==> src/rtl/sbs_pkg.sv <==
package sbs_pkg;

    // Configuration byte, MSB first; bit positions are fixed by the decoder.
    typedef struct packed {
        logic alt_en;     // 7
        logic dclk_off;   // 6
        logic fs_short;   // 5
        logic fs_late;    // 4
        logic lc_delay;   // 3
        logic bp_delay;   // 2
        logic lc_late;    // 1
        logic bp_late;    // 0
    } sbs_cfg_t;

    typedef logic [1:0] phase_t;

    localparam phase_t PH_BUS_RISE = 2'd0;
    localparam phase_t PH_DBL_RISE = 2'd1;
    localparam phase_t PH_HALF     = 2'd2;
    localparam phase_t PH_3Q       = 2'd3;
    localparam phase_t PH_LAST     = 2'd3;

    typedef struct packed {
        logic bit_val;
        logic strobe;
    } sample_t;

    function automatic phase_t pick_phase(input logic want_late, input logic late_ok);
        return (want_late && late_ok) ? PH_3Q : PH_HALF;
    endfunction

    function automatic phase_t fs_phase(input logic late);
        return late ? PH_DBL_RISE : PH_BUS_RISE;
    endfunction

endpackage

==> src/rtl/sbs_timebase.sv <==
module sbs_timebase
    import sbs_pkg::*;
#(
    parameter int FRAME_BITS = 32
) (
    input  logic   clk,
    input  logic   rst,
    input  logic   fs_short,
    output phase_t phase,
    output logic   fsync_n
);
    localparam int CW = (FRAME_BITS > 1) ? $clog2(FRAME_BITS) : 1;
    localparam logic [CW-1:0] LAST_BIT = CW'(FRAME_BITS - 1);

    logic [CW-1:0] bit_q;

    always_ff @(posedge clk) begin
        if (rst) begin
            phase <= PH_BUS_RISE;
            bit_q <= '0;
        end else begin
            phase <= phase + 2'd1;
            if (phase == PH_LAST)
                bit_q <= (bit_q == LAST_BIT) ? '0 : bit_q + 1'b1;
        end
    end

    always_comb begin
        fsync_n = !((bit_q == '0) && (!fs_short || (phase < PH_HALF)));
    end

endmodule

==> src/rtl/sbs_sampler.sv <==
module sbs_sampler
    import sbs_pkg::*;
(
    input  logic    clk,
    input  logic    rst,
    input  phase_t  phase,
    input  logic    want_late,
    input  logic    late_ok,
    input  logic    din,
    output sample_t smp
);
    phase_t tgt;
    assign tgt = pick_phase(want_late, late_ok);

    always_ff @(posedge clk) begin
        if (rst) begin
            smp <= '0;
        end else begin
            smp.strobe <= (phase == tgt);
            if (phase == tgt)
                smp.bit_val <= din;
        end
    end

endmodule

==> src/rtl/sbs_oe_delay.sv <==
module sbs_oe_delay #(
    parameter int LANES = 2
) (
    input  logic             clk,
    input  logic             rst,
    input  logic [LANES-1:0] req,
    input  logic [LANES-1:0] dly,
    output logic [LANES-1:0] oe
);
    for (genvar g = 0; g < LANES; g++) begin : g_lane
        logic req_q;
        always_ff @(posedge clk) begin
            if (rst) req_q <= 1'b0;
            else     req_q <= req[g];
        end
        assign oe[g] = req[g] & (~dly[g] | req_q);
    end

endmodule

==> src/rtl/sbs_unit.sv <==
module sbs_unit
    import sbs_pkg::*;
#(
    parameter int FRAME_BITS = 32
) (
    input  logic       clk,
    input  logic       rst,
    input  logic       dbl_present,
    input  logic       rate_differ,
    input  logic [7:0] cfg_i,
    input  logic       bp_din,
    input  logic       lc_din,
    input  logic       fs_in_n,
    input  logic [1:0] oe_req,
    output logic       bp_bit,
    output logic       bp_vld,
    output logic       lc_bit,
    output logic       lc_vld,
    output logic       fs_hit,
    output logic       fsync_n,
    output logic [1:0] oe_out,
    output logic       dclk_oe,
    output logic       alt_oe
);
    localparam int LANES = 2;

    sbs_cfg_t cfg;
    assign cfg = sbs_cfg_t'(cfg_i);

    phase_t phase;

    sbs_timebase #(.FRAME_BITS(FRAME_BITS)) u_tb (
        .clk      (clk),
        .rst      (rst),
        .fs_short (cfg.fs_short),
        .phase    (phase),
        .fsync_n  (fsync_n)
    );

    logic [LANES-1:0] want_late, late_ok, din;
    sample_t          smp [LANES];

    assign want_late = {cfg.lc_late, cfg.bp_late};
    assign late_ok   = {dbl_present | rate_differ, dbl_present};
    assign din       = {lc_din, bp_din};

    for (genvar g = 0; g < LANES; g++) begin : g_smp
        sbs_sampler u_smp (
            .clk       (clk),
            .rst       (rst),
            .phase     (phase),
            .want_late (want_late[g]),
            .late_ok   (late_ok[g]),
            .din       (din[g]),
            .smp       (smp[g])
        );
    end

    assign bp_bit = smp[0].bit_val;
    assign bp_vld = smp[0].strobe;
    assign lc_bit = smp[1].bit_val;
    assign lc_vld = smp[1].strobe;

    always_ff @(posedge clk) begin
        if (rst) fs_hit <= 1'b0;
        else     fs_hit <= (phase == fs_phase(cfg.fs_late)) && !fs_in_n;
    end

    sbs_oe_delay #(.LANES(LANES)) u_oe (
        .clk (clk),
        .rst (rst),
        .req (oe_req),
        .dly ({cfg.lc_delay, cfg.bp_delay}),
        .oe  (oe_out)
    );

    assign dclk_oe = !cfg.dclk_off;
    assign alt_oe  = cfg.alt_en;

endmodule

==> config.mk <==
export PLATFORM = sky130hd
export DESIGN_NAME = sbs_unit
export DESIGN_NICKNAME = d
export VERILOG_FILES = /design/src/rtl/sbs_pkg.sv /design/src/rtl/sbs_timebase.sv /design/src/rtl/sbs_sampler.sv /design/src/rtl/sbs_oe_delay.sv /design/src/rtl/sbs_unit.sv
export SDC_FILE = /design/constraint.sdc
export NUM_CORES = 1
export LEC_CHECK = 0
export ABC_AREA = 1
export BUFFER_PORTS_ARGS = -buffer_cell sky130_fd_sc_hd__buf_2
export CAP_MARGIN = 20
export CORE_AREA = 2 2 47 49
export DETAILED_ROUTE_END_ITERATION = 10
export DIE_AREA = 0 0 49 51
export PLACE_DENSITY = 0.55
export SETUP_SLACK_MARGIN = 0.02
export SYNTH_ARGS = -nofsm -noshare
export SYNTH_HDL_FRONTEND = slang
export SYNTH_SLANG_ARGS = --single-unit
==> constraint.sdc <==
create_clock -name clk -period 1.38 [get_ports clk]
set_input_delay 0.138 -clock clk [delete_from_list [all_inputs] [get_ports clk]]
set_output_delay 0.138 -clock clk [all_outputs]
set_load 0.05 [all_outputs]
==> impl_metrics.py, run 1 <==
metrics = {
    "timing": {
        "timing.final.crit_share": 0.929,
        "setup_viol": 0,
        "maxSlewViolCount": 0,
        "setup_slack_ns": 0.0982,
        "rsz0062_at_grt": "true",
        "hold_viol": 0,
        "period_minus_slack_ns": 1.28,
        "fin_skew_ns": 0.00300,
        "slew_headroom": 0.834,
        "worst_pin_slew_ns": 0.251,
        "tns_ns": 0,
        "fmax_mhz": 780,
    },
    "finish": {
        "seq_area_sq_um": 283,
        "diodes": 0,
        "nFillCells": 231,
        "multi_input_area_sq_um": 278,
        "drive_gt1_frac": 0.304,
        "fin_nets": 137,
        "finalInstanceArea_sq_um": 841,
        "final_util": 0.408,
        "syn_to_final_growth_pct": 29.7,
    },
    "synthesis": {
        "synthArstFlopShare": 0,
        "syn-num-nets": 108,
        "synth_most_common_cell": "inv_1",
        "synth_edf_count": 0,
        "post_synth_most_frequent_cells": "18 x inv_1, 14 x dfxtp_1, 13 x nor2_1, 11 x nand2_1, 7 x nor3_1",
        "synth_seq_cells": 14,
        "synth_cells": 87,
        "synth_warnings": 0,
        "ys.flop_type": "dfxtp_1",
        "syn_area_per_cell_sq_um": 7.45,
        "synth_area_sq_um": 648,
        "synth_area_leaders": "dfxtp_1 43%, inv_1 10%, ha_1 7.7%, nor2_1 7.5%, nand2_1 6.4%",
        "synth.top_cell.area_share": 0.432,
        "synth_seq_area_share": 0.432,
        "synth_cell_types": 20,
        "synth_top_area_cell": "dfxtp_1",
    },
    "power_and_ir_drop": {
        "leakage_uw": 0.000437,
        "combPwrFrac": 0.221,
        "p_int_uw": 657,
        "power.total_uw": 944,
        "switchingPower_uw": 287,
        "vdd.ir_drop.worst_v": 0.000489,
        "swShare": 0.304,
        "power_frac_clock": 0.315,
        "power_density_nw_per_um2": 1120,
        "seqPwrFrac": 0.464,
    },
    "grt": {
        "antenna_found_initial": 0,
        "grt_max_degree": 9,
        "gr-usage-all-layers": 0.106,
        "grt_pass1_wl_microns": 2040,
        "gr-total-overflow": 0,
        "grt_pass1_vias": 539,
    },
    "placed_design": {
        "hpwl_microns": 928,
        "pre_cts_ws_ns": 0.0968,
        "io_buffers": 24,
        "placed_cell_area_sq_um": 800,
        "place.gp.congestion": 0.812,
    },
    "floorplanning": {
        "die_w_microns": 49,
        "core-area_sq_um": 2060,
        "die_h_microns": 51,
        "io_pins": 27,
        "dieArea_sq_um": 2500,
        "rows": 17,
        "initial_utilization": 0.314,
    },
    "worst_setup_path": {
        "worst_setup_path_start_kind": "flip-flop",
        "cp_max_fo": 4,
        "r2r_cells": 7,
        "required_ns": 1.24,
        "rrSetupSlack_ns": 0.12,
        "r2r_start": "u_tb.bit_q[0]",
        "path_class": "reg2out",
        "reg2reg_to": "u_tb.bit_q[1]",
        "end_kind": "primary output",
        "worstPathArrival_ns": 1.14,
    },
    "clock_network": {
        "cts-root-buf": "clkbuf_4",
        "cts_sinks": 14,
        "cts-htree-levels": 1,
        "cts_hold_buf": 0,
        "clock_latency_ns": 0.28,
        "cts_setup_buffers": 0,
        "cts_buffers": 3,
        "cts_tree": "yes",
        "clkTransAtPathRegs_ns": 0.09,
        "cts_buffer_depth": 2,
    },
    "min_path": {
        "hold_class": "in2reg",
        "worstHoldStart": "fs_in_n",
        "min_path_cells": 2,
        "hold_end": "fs_hit",
    },
    "routing": {
        "drc": 0,
        "ant_nets": 0,
        "dr_total_vias": 611,
        "drt_iter0_markers": 19,
        "finalWirelength_microns": 1220,
        "post_drt_wl_per_cell_microns": 8.51,
        "drt_first_pass_iters": 4,
        "avgViaCountPerCell": 4.27,
    },
    "status": {
        "status": "completed",
    },
    "run": {
        "drv_cap": 0,
    },
}
-- per-layer routing --
layer  routed length, microns  global-route usage
met4                        0              0.0667
met1                      529               0.126
met2                      540               0.167
met3                      146              0.0322
met5                        0                   0
-- cells in the final DEF (no fill, tap or decap) --
cell      instances
buf_2            23
inv_1            18
nor2_1           13
dfxtp_1          12
nand2_1          11
nor3_1            7
a21oi_1           5
ha_1              4
clkbuf_4          3
buf_4             3
nand4_1           2
nand3_1           2
dfxtp_2           2
o21ai_0           1
inv_2             1
o21ai_1           1
nand3_2           1
nand2_2           1
a31oi_1           1
a211oi_1          1
xor2_1            1
nor4_1            1
clkbuf_8          1
-- area by class of cell --
class                   count  share of cell area
inverters                  19              0.0848
well taps                  28              0.0417
flip-flops and latches     14               0.336
clock buffers               4              0.0432
multi-input cells          52               0.330
repair buffers             26               0.164
-- kinds of logic after synthesis --
kind of cell    synth area share
xor+xnor                  0.0135
flops                      0.432
fa+ha+maj                 0.0772
compound gates            0.0753
buf+inv                    0.139
simple gates               0.263
-- worst max path at each step --
stage | startpoint | end | slack [ns] | cells after the start
after floorplan | u_oe.g_lane[0].req_q | oe_out[0] | 0.17 | 2
after global placement | u_tb.bit_q[0] | u_tb.bit_q[3] | 0.15 | 7
after detailed placement | u_tb.bit_q[1] | u_tb.bit_q[3] | 0.1 | 7
after CTS | u_tb.bit_q[1] | fsync_n | 0.03 | 4
after global routing | u_tb.bit_q[0] | u_tb.bit_q[1] | 0.003 | 7
final | u_tb.bit_q[1] | fsync_n | 0.1 | 4
-- flip-flops by register name (all words and copies together) (netlist names) --
name / flops
fs_hit: 1
g_smp.u_smp.smp: 4
u_oe.g_lane.req_q: 2
u_tb.bit_q: 5
u_tb.phase: 2
-- through the flow --
stage	cells	hold slack [ns]
detailed placement	139	0.277
CTS	143	0.00619
global route	143	0.00659
floorplan	87	0.216
global placement	139	0.277
finish	143	0.0176
-- worst max-delay path, stage by stage, from the launching register on --
cell,delay [ns]
dfxtp_2,0.36
inv_1,0.06
ha_1,0.17
nand4_1,0.08
buf_4,0.20
-- power by group through the flow --
stage,registers [uW],logic (uW),clock network (uW)
after floorplan,487,114,0
after global placement,447,206,0
after detailed placement,447,207,0
after CTS,438,211,304
after global routing,442,230,328
final,439,208,297
-- repair_timing --
| action | CTS | global route |
|---|---|---|
| resized for setup | 1 | 2 |
| cloned | 0 | 0 |
| pin swaps | 0 | 0 |
| endpoints found under the hold margin | 0 | 0 |
| endpoints found under the setup margin | 1 | 6 |
(Power assumes the default switching activity.)
==> inputs of run 2 (changes only) <==
--- a/config.mk
+++ b/config.mk
@@ -12,6 +12,7 @@
 export DETAILED_ROUTE_END_ITERATION = 10
 export DIE_AREA = 0 0 49 51
 export PLACE_DENSITY = 0.55
+export REMOVE_ABC_BUFFERS = 1
 export SETUP_SLACK_MARGIN = 0.02
 export SYNTH_ARGS = -nofsm -noshare
 export SYNTH_HDL_FRONTEND = slang
==> impl_metrics.py, run 2 (synthesis gave the netlist of run 1 again) <==
metrics = {
    "finish": {
        "largest_reg_flops": 5,
        "nFillCells": 222,
        "regMostFlops": "u_tb.bit_q",
        "fin_nets": 138,
        "final_common_cell": "buf_2",
        "diodes": 0,
        "top_regs": "u_tb.bit_q: 5 flops, g_smp.u_smp.smp: 4 flops",
        "drive_gt1_frac": 0.328,
        "final_cell_mix": "23 x buf_2, 18 x inv_1, 13 x nor2_1",
        "syn_to_final_growth_pct": 33.2,
    },
    "routing": {
        "drt_first_pass_iters": 4,
        "avgViaCountPerCell": 4.43,
        "drt_iter0_markers": 19,
        "dr_total_vias": 638,
        "finalWirelength_microns": 1330,
        "ant_nets": 0,
        "post_drt_wl_per_cell_microns": 9.24,
        "drc": 0,
    },
    "run": {
        "drv_cap": 0,
    },
    "floorplanning": {
        "rows": 17,
        "io_pins": 27,
        "dieArea_sq_um": 2500,
        "core-area_sq_um": 2060,
        "die_w_microns": 49,
        "die_h_microns": 51,
        "initial_utilization": 0.314,
    },
    "timing": {
        "maxSlewViolCount": 0,
        "hold_viol": 0,
        "timing.final.crit_share": 0.945,
        "rsz0062_at_grt": "false",
        "worst_pin_slew_ns": 0.254,
        "slew_headroom": 0.832,
        "fin_skew_ns": 0.00292,
        "tns_ns": 0,
        "period_minus_slack_ns": 1.30,
        "fmax_mhz": 766,
        "setup_viol": 0,
    },
    "grt": {
        "grt_max_degree": 9,
        "grt_pass1_wl_microns": 2280,
        "grt_pass1_vias": 588,
        "antenna_found_initial": 0,
        "gr-usage-all-layers": 0.119,
        "gr-total-overflow": 0,
    },
    "power_and_ir_drop": {
        "p_int_uw": 660,
        "leakage_uw": 0.000445,
        "vdd.ir_drop.worst_v": 0.000520,
        "power_frac_clock": 0.309,
        "power_density_nw_per_um2": 1100,
        "seqPwrFrac": 0.463,
        "power.total_uw": 948,
        "swShare": 0.304,
        "switchingPower_uw": 288,
        "combPwrFrac": 0.227,
    },
    "worst_setup_path": {
        "path_class": "reg2out",
        "required_ns": 1.24,
        "end_kind": "primary output",
        "slowest_stage": "dfxtp_2",
        "worstPathArrival_ns": 1.17,
        "cp_max_fo": 4,
        "slowest_delay_ns": 0.36,
        "path_cells": "inv_1 -> ha_1 -> nand4_1 -> buf_4",
        "worst_setup_path_start_kind": "flip-flop",
    },
    "clock_network": {
        "clkTransAtPathRegs_ns": 0.09,
        "cts_buffers": 3,
        "cts-htree-levels": 1,
        "cts_sinks": 14,
        "clock_latency_ns": 0.27,
        "cts-root-buf": "clkbuf_4",
        "cts_buffer_depth": 2,
        "cts_tree": "yes",
    },
    "min_path": {
        "hold_class": "in2reg",
    },
    "status": {
        "status": "completed",
    },
    "placed_design": {
        "place.gp.congestion": 0.765,
        "hpwl_microns": 1040,
        "io_buffers": 24,
    },
}
run 2: metal layers:
layer	routed length, microns	GRT usage	share of wire	up-vias
li1	-	-	-	333
met3	89	0.0205	0.067	4
met2	594	0.194	0.45	21
met1	625	0.143	0.47	280
met5	0	0	0	-
met4	21	0.0810	0.016	0
run 2: area by class of cell:
type,count,area (sq um),area share
multi-input cells,52,290,0.336
flip-flops and latches,14,283,0.328
repair buffers,27,148,0.171
inverters,19,71.3,0.0826
clock buffers,4,36.3,0.0420
well taps,28,35.0,0.0406
run 2: final timing paths:
kind                            slack (ns)                  start  cells after the start               endpoint
worst max register to register        0.10          u_tb.bit_q[1]                      6          u_tb.bit_q[4]
worst min-delay path                  0.08              oe_req[1]                      3   u_oe.g_lane[1].req_q
worst min register to register        0.45  g_smp[0].u_smp.smp[1]                      2  g_smp[0].u_smp.smp[1]
worst max-delay path                  0.08          u_tb.bit_q[1]                      4                fsync_n
run 2: metrics by stage:
stage          utilization  std cells  cell area [sq um]  hold slack [ns]  setup slack, ns
6_report             0.418        144                863           0.0755           0.0752
5_1_grt              0.418        144                863            0.105           0.0273
4_1_cts              0.406        143                838          0.00720           0.0284
3_5_place_dp         0.388        139                800            0.276           0.0458
3_3_place_gp         0.388        139                800            0.276            0.149
2_1_floorplan            -         85                629            0.205            0.170
run 2: critical path, delay by kind of cell, from the launching register on:
| kind | cells | cell delay [ns] |
|---|---|---|
| fa+ha+maj | 1 | 0.17 |
| buf+inv | 2 | 0.26 |
| flops | 1 | 0.36 |
| simple gates | 1 | 0.09 |
run 2: repair_timing:
item                       in CTS  in global routing
setup buffers                   0                  0
setup endpoints to repair       1                  6
hold endpoints to repair        0                  1
hold buffers                    0                  1
cloned                          0                  0
resized for setup               1                  5
run 2: power groups by stage:
| stage | sequential (uW) | combinational, uW | clock [uW] |
|---|---|---|---|
| after floorplan | 487 | 101 | 0 |
| after global placement | 447 | 207 | 0 |
| after detailed placement | 448 | 208 | 0 |
| after CTS | 439 | 212 | 310 |
| after global routing | 441 | 235 | 326 |
| final | 439 | 215 | 293 |
==> inputs of run 3 (changes only) <==
--- a/config.mk
+++ b/config.mk
@@ -11,8 +11,7 @@
 export CORE_AREA = 2 2 47 49
 export DETAILED_ROUTE_END_ITERATION = 10
 export DIE_AREA = 0 0 49 51
-export PLACE_DENSITY = 0.55
-export REMOVE_ABC_BUFFERS = 1
+export PLACE_DENSITY = 0.56
 export SETUP_SLACK_MARGIN = 0.02
 export SYNTH_ARGS = -nofsm -noshare
 export SYNTH_HDL_FRONTEND = slang
==> impl_metrics.py, run 3 (synthesis gave the netlist of run 1 again) <==
metrics = {
    "status": {
        "status": "completed",
    },
    "routing": {
        "drt_first_pass_iters": 4,
        "dr_total_vias": 635,
        "drt_iter0_markers": 5,
        "post_drt_wl_per_cell_microns": 9.69,
        "finalWirelength_microns": 1400,
        "avgViaCountPerCell": 4.41,
        "ant_nets": 0,
        "drc": 0,
    },
    "clock_network": {
        "cts-htree-levels": 1,
        "cts_buffer_depth": 2,
        "cts_sinks": 14,
        "cts_tree": "yes",
        "clkTransAtPathRegs_ns": 0.08,
        "cts-root-buf": "clkbuf_4",
        "cts_buffers": 3,
        "clock_latency_ns": 0.27,
    },
    "grt": {
        "use_met3": 0.0351,
        "busiest_layer": "met2",
        "gr-total-overflow": 0,
        "gr-usage-all-layers": 0.123,
        "grt_pass1_vias": 564,
        "antenna_found_initial": 0,
        "use_met1": 0.145,
        "grt_pass1_wl_microns": 2300,
        "globalRouteMet2Util": 0.194,
        "grt_max_degree": 9,
    },
    "timing": {
        "rsz0062_at_grt": "false",
        "fmax_mhz": 762,
        "tns_ns": 0,
        "period_minus_slack_ns": 1.31,
        "setup_slack_ns": 0.0677,
        "worst_pin_slew_ns": 0.292,
        "hold_viol": 0,
        "fin_skew_ns": 0.00629,
        "maxSlewViolCount": 0,
        "setup_viol": 0,
        "slew_headroom": 0.804,
        "timing.final.crit_share": 0.951,
    },
    "floorplanning": {
        "rows": 17,
        "core-area_sq_um": 2060,
        "io_pins": 27,
        "die_h_microns": 51,
        "dieArea_sq_um": 2500,
        "die_w_microns": 49,
        "initial_utilization": 0.314,
    },
    "finish": {
        "final_cell_mix": "23 x buf_2, 17 x inv_1, 13 x nor2_1",
        "fin_cells": 144,
        "drive_gt1_frac": 0.379,
        "top_regs": "u_tb.bit_q: 5 flops, g_smp.u_smp.smp: 4 flops",
        "diodes": 0,
        "regMostFlops": "u_tb.bit_q",
        "syn_to_final_growth_pct": 39.6,
        "fin_nets": 138,
        "final_common_cell": "buf_2",
        "largest_reg_flops": 5,
    },
    "placed_design": {
        "hpwl_microns": 1020,
        "io_buffers": 24,
        "dp.cells": 139,
        "pre_cts_ws_ns": 0.0542,
        "place.gp.congestion": 0.808,
    },
    "worst_setup_path": {
        "rrSetupSlack_ns": 0.10,
        "reg2reg_to": "u_tb.bit_q[3]",
        "path_class": "reg2out",
        "critical_path_depth": 4,
        "startpoint": "u_tb.bit_q[0]",
        "path_delay_family": "flip-flops",
        "end_kind": "primary output",
        "worstPathArrival_ns": 1.17,
        "cp_max_fo": 4,
        "required_ns": 1.24,
        "worst_setup_path_start_kind": "flip-flop",
        "r2r_start": "u_tb.bit_q[1]",
        "slowest_stage": "dfxtp_4",
        "crit_path_end": "fsync_n",
        "path_cells": "inv_1 -> ha_1 -> nand4_1 -> buf_6",
        "crit_buf_inv": 2,
        "slowest_delay_ns": 0.38,
        "r2r_cells": 7,
    },
    "power_and_ir_drop": {
        "power_density_nw_per_um2": 1040,
        "power.total_uw": 943,
        "vdd.ir_drop.worst_v": 0.000384,
        "leakage_uw": 0.000444,
    },
    "min_path": {
        "worstHoldStart": "oe_req[0]",
        "hold_class": "in2reg",
    },
    "run": {
        "drv_cap": 0,
    },
}
-- run 3: cell counts in the layout (fill, tap and decap cells not counted) --
Identical to the previous run, type by type.
-- run 3: repair_timing --
action                                 in CTS  in global routing
setup buffers                               0                  0
cloned                                      0                  0
hold buffers                                0                  1
pin swaps                                   0                  4
setup endpoints to repair                   1                  6
gates resized for setup                     1                 16
endpoints found under the hold margin       0                  1
-- run 3: per-stage QoR --
step	cell area (sq um)	hold slack [ns]	util
after floorplan	648	0.216	-
after global placement	800	0.276	0.388
after detailed placement	800	0.276	0.388
after CTS	838	0.0129	0.406
after global routing	905	0.0828	0.438
final	905	0.0827	0.438
-- run 3: per-layer routing --
layer  up-vias  share of wire
met1       274           0.44
met5         -              0
met2        26           0.48
met3         4          0.063
met4         0          0.017
li1        331              -
-- run 3: worst min-delay path: stages --
cell	delay, ns
buf_2	0.07
inv_1	0.04
nor2_1	0.07
-- run 3: final cells by class --
| class | count | area (sq um) |
|---|---|---|
| Timing Repair Buffer | 27 | 151 |
| Inverter | 19 | 71.3 |
| Clock buffer | 4 | 36.3 |
| Fill cell | 221 | 1160 |
| Sequential cell | 14 | 288 |
| Tap cell | 28 | 35.0 |
| Multi-Input combinational cell | 52 | 323 |
-- run 3: worst min-delay path by stage --
stage,endpoint,depth (start not counted),slack (ns)
2_1_floorplan,fs_hit,1,0.22
3_3_place_gp,alt_oe,0,0.28
3_5_place_dp,alt_oe,0,0.28
4_1_cts,fs_hit,2,0.01
5_1_grt,u_oe.g_lane[0].req_q,3,0.08
6_report,u_oe.g_lane[0].req_q,3,0.08
-- run 3: where the power goes --
part	internal (uW)	leakage, uW	switching (uW)
sequential	426	0.000116	13.4
clock	160	0.0000210	123
combinational	75.4	0.000306	146
total	661	0.000444	282
